[config.mk]
export PLATFORM = sky130hd
export DESIGN_NAME = snd_ctl_bank
export DESIGN_NICKNAME = d
export VERILOG_FILES = /design/src/rtl/snd_pkg.sv /design/src/rtl/snd_write_gate.sv /design/src/rtl/snd_reg_array.sv /design/src/rtl/snd_read_mux.sv /design/src/rtl/snd_ctl_bank.sv
export SDC_FILE = /design/constraint.sdc
export NUM_CORES = 1
export LEC_CHECK = 0
export CAP_MARGIN = 5
export CORE_ASPECT_RATIO = 1.25
export CORE_MARGIN = 2
export CORE_UTILIZATION = 50
export CTS_CLUSTER_DIAMETER = 40
export DETAILED_ROUTE_END_ITERATION = 8
export DONT_BUFFER_PORTS = 1
export SETUP_SLACK_MARGIN = 0.5
export SYNTH_ARGS = -nofsm -noshare
export SYNTH_HDL_FRONTEND = slang
export SYNTH_HIERARCHICAL = 1
export SYNTH_SLANG_ARGS = --single-unit
[constraint.sdc]
create_clock -name clk -period 2.6 [get_ports clk]
set_input_delay 0.52 -clock clk [delete_from_list [all_inputs] [get_ports clk]]
set_output_delay 0.52 -clock clk [all_outputs]
set_load 0.1 [all_outputs]
[src/rtl/snd_pkg.sv]
// Package: shared constants and per-index tables for the sound control bank.
// Assumes the index layout listed in the brief; tables are computed by case.
package snd_pkg;
    localparam int N_CH_REG   = 20;          // channel + mixer registers
    localparam int MASTER_IDX = 20;          // master control index
    localparam int N_IMPL     = 21;          // implemented indices
    localparam int CFG_W      = N_CH_REG * 8;
    localparam logic [7:0] MASTER_MASK = 8'h70;

    // Power-on value of a channel/mixer register
    function automatic logic [7:0] reg_rst(input int idx);
        case (idx)
            0:       return 8'h80;
            1:       return 8'hBF;
            2, 3:    return 8'hF3;
            4, 8:    return 8'hBF;
            5:       return 8'h3F;
            9:       return 8'h7F;
            10, 14:  return 8'hFF;
            11:      return 8'h9F;
            13, 17:  return 8'hBF;
            18:      return 8'h77;
            19:      return 8'hF3;
            default: return 8'h00;
        endcase
    endfunction

    // Read-back OR mask of a channel/mixer register
    function automatic logic [7:0] reg_mask(input int idx);
        case (idx)
            0:                   return 8'h80;
            1, 5:                return 8'h3F;
            3, 7, 10, 12, 14:    return 8'hFF;
            4, 8, 13, 17:        return 8'hBF;
            9:                   return 8'h7F;
            11:                  return 8'h9F;
            default:             return 8'h00;
        endcase
    endfunction

    // Square-channel length/duty registers
    function automatic logic is_sq_len(input int idx);
        return (idx == 1) || (idx == 5);
    endfunction

    // Wave / noise length registers
    function automatic logic is_wn_len(input int idx);
        return (idx == 10) || (idx == 14);
    endfunction
endpackage

[src/rtl/snd_write_gate.sv]
// Module: decodes a bus write into per-register enables and the value to store.
// Applies the power gate and the legacy-mode length exemptions.
// Assumes one write per clock; purely combinational.
module snd_write_gate #(
    parameter int ADDR_W = 5,
    parameter bit LEGACY = 1'b1
) (
    input  logic [ADDR_W-1:0]            addr,
    input  logic [7:0]                   wdata,
    input  logic                         we,
    input  logic                         pwr,
    output logic [snd_pkg::N_CH_REG-1:0] ch_we,
    output logic [7:0]                   ch_val,
    output logic                         pwr_we,
    output logic                         pwr_d,
    output logic                         clr_all
);
    import snd_pkg::*;

    logic [31:0] idx;
    assign idx = 32'(addr);

    // Per-register write enables
    always_comb begin
        for (int i = 0; i < N_CH_REG; i++) begin
            ch_we[i] = we && (idx == 32'(i));
        end
    end

    // Value stored: raw when powered, gated otherwise
    always_comb begin
        if (pwr) begin
            ch_val = wdata;
        end else if (LEGACY && is_sq_len(int'(idx))) begin
            ch_val = wdata & 8'h3F;
        end else if (LEGACY && is_wn_len(int'(idx))) begin
            ch_val = wdata;
        end else begin
            ch_val = 8'h00;
        end
    end

    // Master control decode: power bit and clear request
    always_comb begin
        pwr_we  = we && (idx == 32'(MASTER_IDX));
        pwr_d   = wdata[7];
        clr_all = pwr_we && !wdata[7];
    end
endmodule

[src/rtl/snd_reg_array.sv]
// Module: storage for the channel and mixer registers.
// Each byte has its own power-on value; the clear request has priority over a write.
module snd_reg_array (
    input  logic                         clk,
    input  logic                         rst_n,
    input  logic [snd_pkg::N_CH_REG-1:0] ch_we,
    input  logic [7:0]                   ch_val,
    input  logic                         clr_all,
    output logic [snd_pkg::CFG_W-1:0]    cfg_flat
);
    import snd_pkg::*;

    for (genvar g = 0; g < N_CH_REG; g++) begin : g_reg
        logic [7:0] q;
        // One byte: reset value, clear, or write
        always_ff @(posedge clk) begin
            if (!rst_n) begin
                q <= reg_rst(g);
            end else if (clr_all) begin
                q <= 8'h00;
            end else if (ch_we[g]) begin
                q <= ch_val;
            end
        end
        assign cfg_flat[g*8 +: 8] = q;
    end
endmodule

[src/rtl/snd_read_mux.sv]
// Module: selects the addressed byte, ORs in its mask and registers the result.
// Unimplemented addresses return all ones.
module snd_read_mux #(
    parameter int ADDR_W = 5
) (
    input  logic                      clk,
    input  logic                      rst_n,
    input  logic [ADDR_W-1:0]         addr,
    input  logic [snd_pkg::CFG_W-1:0] cfg_flat,
    input  logic                      pwr,
    input  logic [3:0]                stat,
    output logic [7:0]                rdata
);
    import snd_pkg::*;

    logic [7:0]  sel;
    logic [31:0] idx;
    assign idx = 32'(addr);

    // Read selection with per-register masks
    always_comb begin
        sel = 8'hFF;
        for (int i = 0; i < N_CH_REG; i++) begin
            if (idx == 32'(i)) begin
                sel = cfg_flat[i*8 +: 8] | reg_mask(i);
            end
        end
        if (idx == 32'(MASTER_IDX)) begin
            sel = {pwr, 3'b000, stat} | MASTER_MASK;
        end
    end

    // Read-data register, one cycle latency
    always_ff @(posedge clk) begin
        if (!rst_n) begin
            rdata <= 8'hFF;
        end else begin
            rdata <= sel;
        end
    end
endmodule

[src/rtl/snd_ctl_bank.sv]
// Module: top of the sound control register bank.
// Holds the power bit and the sampled channel status.
// Wires the write gate, register array and read path together.
// Assumes a single synchronous clock and an active-low synchronous reset.
module snd_ctl_bank #(
    parameter int ADDR_W = 5,
    parameter bit LEGACY = 1'b1
) (
    input  logic                      clk,
    input  logic                      rst_n,
    input  logic [ADDR_W-1:0]         bus_addr,
    input  logic [7:0]                bus_wdata,
    input  logic                      bus_we,
    input  logic [3:0]                chan_active,
    output logic [7:0]                bus_rdata,
    output logic [snd_pkg::CFG_W-1:0] cfg_flat
);
    import snd_pkg::*;

    logic                pwr_q;
    logic [3:0]          stat_q;
    logic [N_CH_REG-1:0] ch_we;
    logic [7:0]          ch_val;
    logic                pwr_we;
    logic                pwr_d;
    logic                clr_all;

    // Master power bit, on after reset
    always_ff @(posedge clk) begin
        if (!rst_n) begin
            pwr_q <= 1'b1;
        end else if (pwr_we) begin
            pwr_q <= pwr_d;
        end
    end

    // Synchronous sample of the channel-active flags
    always_ff @(posedge clk) begin
        if (!rst_n) begin
            stat_q <= 4'h0;
        end else begin
            stat_q <= chan_active;
        end
    end

    snd_write_gate #(.ADDR_W(ADDR_W), .LEGACY(LEGACY)) u_gate (
        .addr    (bus_addr),
        .wdata   (bus_wdata),
        .we      (bus_we),
        .pwr     (pwr_q),
        .ch_we   (ch_we),
        .ch_val  (ch_val),
        .pwr_we  (pwr_we),
        .pwr_d   (pwr_d),
        .clr_all (clr_all)
    );

    snd_reg_array u_regs (
        .clk      (clk),
        .rst_n    (rst_n),
        .ch_we    (ch_we),
        .ch_val   (ch_val),
        .clr_all  (clr_all),
        .cfg_flat (cfg_flat)
    );

    snd_read_mux #(.ADDR_W(ADDR_W)) u_rd (
        .clk      (clk),
        .rst_n    (rst_n),
        .addr     (bus_addr),
        .cfg_flat (cfg_flat),
        .pwr      (pwr_q),
        .stat     (stat_q),
        .rdata    (bus_rdata)
    );
endmodule

==> out/metrics.yaml <==
synthesis.nets: 788
gp_congestion: 0.8755
synth_top_family_by_area: "multiplexers"
firstDrtPassIters: 5
ys_warn_count: 6
critPathKind: "primary input to flop"
h-tree-depth: 4
status: "finished clean"
synthCells: 768
io_buffer_count: 0
crit_arrival_ns: 2.09
synth_compound_area_share_pct: 13.14
fin_tns_setup_ns: 0
cts_resized: 0
cp.required_ns: 2.95
maxCapViolCount: 0
grt_pass1_wl_um: 35270
coreArea_um2: 14410
clk_latency_ns: 0.43
cts_buffers: 17
first_iter_violations: 362
yosysUniqueCellTypes: 52
drt-total-wl_um: 23060
synth_flop_cell: "dfxtp_1"
syn_area_per_cell_um2: 9.586
crit_path_max_incr_delay_ns: 0.70
ys_top_cells_by_area: "dfxtp_1 47%, mux2i_1 23%, o21ai_0 6.9%"
final_cells: 1107
cts-root-buf: "clkbuf_16"
final_max_slew_viol_count: 0
cp_top_family: "simple AND/OR/NAND/NOR gates"
cts_tree: "yes"
hold_slack_ns: 0.1880
final-hold-violation-count: 0
crit_path_cell_trace: "or4b_1 > a31oi_2 > buf_4 > mux2i_1 > o21ai_0"
power_density_nw_per_um2: 638.3
clk_transition_reported_paths_ns: 0.06
synthArstFlopShare_pct: 0
drc: 0
grt_setup_unrepaired: "no"
crit_path_max_fanout: 38
synth_edf_count: 0
grtUsageTotal_pct: 28.97
synth_xor_area_share_pct: 0
synth-seq-area-share_pct: 47.04
placed_cells: 1074
synth_largest_area_cell: "dfxtp_1"
leakagePower_uw: 0.003627
die_h_um: 139.7
synth_commonest_cells: "173 x dfxtp_1, 167 x mux2i_1, 101 x o21ai_0"
ir_drop_v: 0.0004298
endpoint_kind: "flop"
row_count: 49
fin_util_pct: 65.93
critPathSlowestCell: "or4b_1"
setup_viol: 0
cts_sinks: 173
ys_seq_elements: 173
grt_overflow: 0
nNetsFinal: 935
ant_nets: 0
yosys.area_share.simple_pct: 10.35
hold_class: "primary input to flop"
worstMarginPinSlew_ns: 0.5463
cts.hold.buffers_added: 0
worstSetupStartpointType: "primary input"
cts_max_path_buffers: 2
ios: 188
fp.dieW_um: 112.5
synthAdderAreaFrac_pct: 0
placed_area_um2: 8848
synth_top_cell_area_share_pct: 47.04
final_area_um2: 9499
fin_skew_ns: 0.005545
antenna_found_initial: 1
post-route-min-period_ns: 1.739
vias_per_cell: 5.676
drive_gt1_share_pct: 27.48
synthMuxAreaShare_pct: 23.32
hpwl_um: 16070
vias: 6283
grt_pass1_vias: 6022
areaGrowthSynthToFinish_pct: 29.03
path_buf_inv: 1
wire_per_inst_um: 20.83
finalCritPeriodShare_pct: 66.87
timing.fmax_mhz: 575.1
start_util_pct: 51.10
relSlewSlack_pct: 63.28
post-synth-top-count-cell: "dfxtp_1"
grt_max_degree: 109
netlist_area_um2: 7362
post_cts_buffers: 0
die-area_um2: 15720
kinds of logic (layout without fill, tap and decap cells):
logic type,Yosys count,after routing
flops,173,173
other cells,0,1
mux,171,171
simple gates,161,161
compound gates,170,170
buf+inv,93,253
placed cells by master (no fill, tap or decap), drive strengths merged, types with 2 or more instances in the layout:
cell type,instances
nand4bb,4
nand2b,6
inv,15
a21oi,16
or2,3
nor3,5
or3,2
nand3,3
mux2i,167
and2,5
o221ai,3
o22a,2
clkinvlp,2
nand4,2
dfxtp,173
a21boi,2
nor2,99
nand3b,2
o22ai,6
clkbuf,25
buf,207
bufinv,3
mux2,4
a2bb2oi,3
o21ai,114
nor4,2
o2111ai,5
nor2b,5
nand2,18
or4b,2
a31oi,7
layer usage:
layer / routed length [µm] / track usage [%] / part of all wire (%)
met1: 9389 / 35.46 / 41
met3: 1691 / 8.711 / 7.3
met2: 11590 / 49.37 / 50
met5: 0 / 0 / 0
met4: 387 / 8.280 / 1.7
worst paths after layout:
| check | start | endpoint | slack (ns) | cells after the start |
|---|---|---|---|---|
| setup / recovery | bus_addr[1] | u_regs/g_reg[18].q[0]$_SDFFE_PN1P_ | 0.86 | 5 |
| hold / removal | rst_n | u_regs/g_reg[19].q[1]$_SDFFE_PN1P_ | 0.19 | 1 |
| setup reg to reg | u_regs/g_reg[11].q[6]$_SDFFE_PP0P_ | u_rd/rdata[6]$_SDFF_PP1_ | 1.08 | 5 |
| hold reg to reg | u_regs/g_reg[12].q[2]$_SDFFE_PP0P_ | u_regs/g_reg[12].q[2]$_SDFFE_PP0P_ | 0.50 | 2 |
sequential cells by signal, indices dropped and copies added, names as in the netlist:
signal / flops
u_regs/g.q: 160
u_rd/rdata: 8
stat_q: 4
pwr_q: 1
report_power, final:
group | switching, µW | internal (µW) | leakage (µW) | total [µW]
Clock | 1040 | 1700 | 0.000313 | 2730
Combinational | 462 | 161 | 0.00191 | 623
Sequential | 15.7 | 2690 | 0.00140 | 2700
Total | 1510 | 4550 | 0.00363 | 6060
cell type report:
cell class	count	area, µm²
clock buffers	25	525.5
multi-input cells	502	3506
inverters	14	52.55
flip-flops and latches	173	3463
clock inverters	7	122.6
repair buffers	207	1604
fillers	1193	4908
well taps	178	222.7
diodes	1	2.502
stage by stage:
step	worst slack, ns	total power [µW]
after floorplan	0.5883	3266
after global placement	0.5244	3377
after detailed placement	0.4454	3383
after CTS	0.9042	6100
after global routing	0.7753	6234
final	0.8613	6063
(Power assumes the default switching activity.)
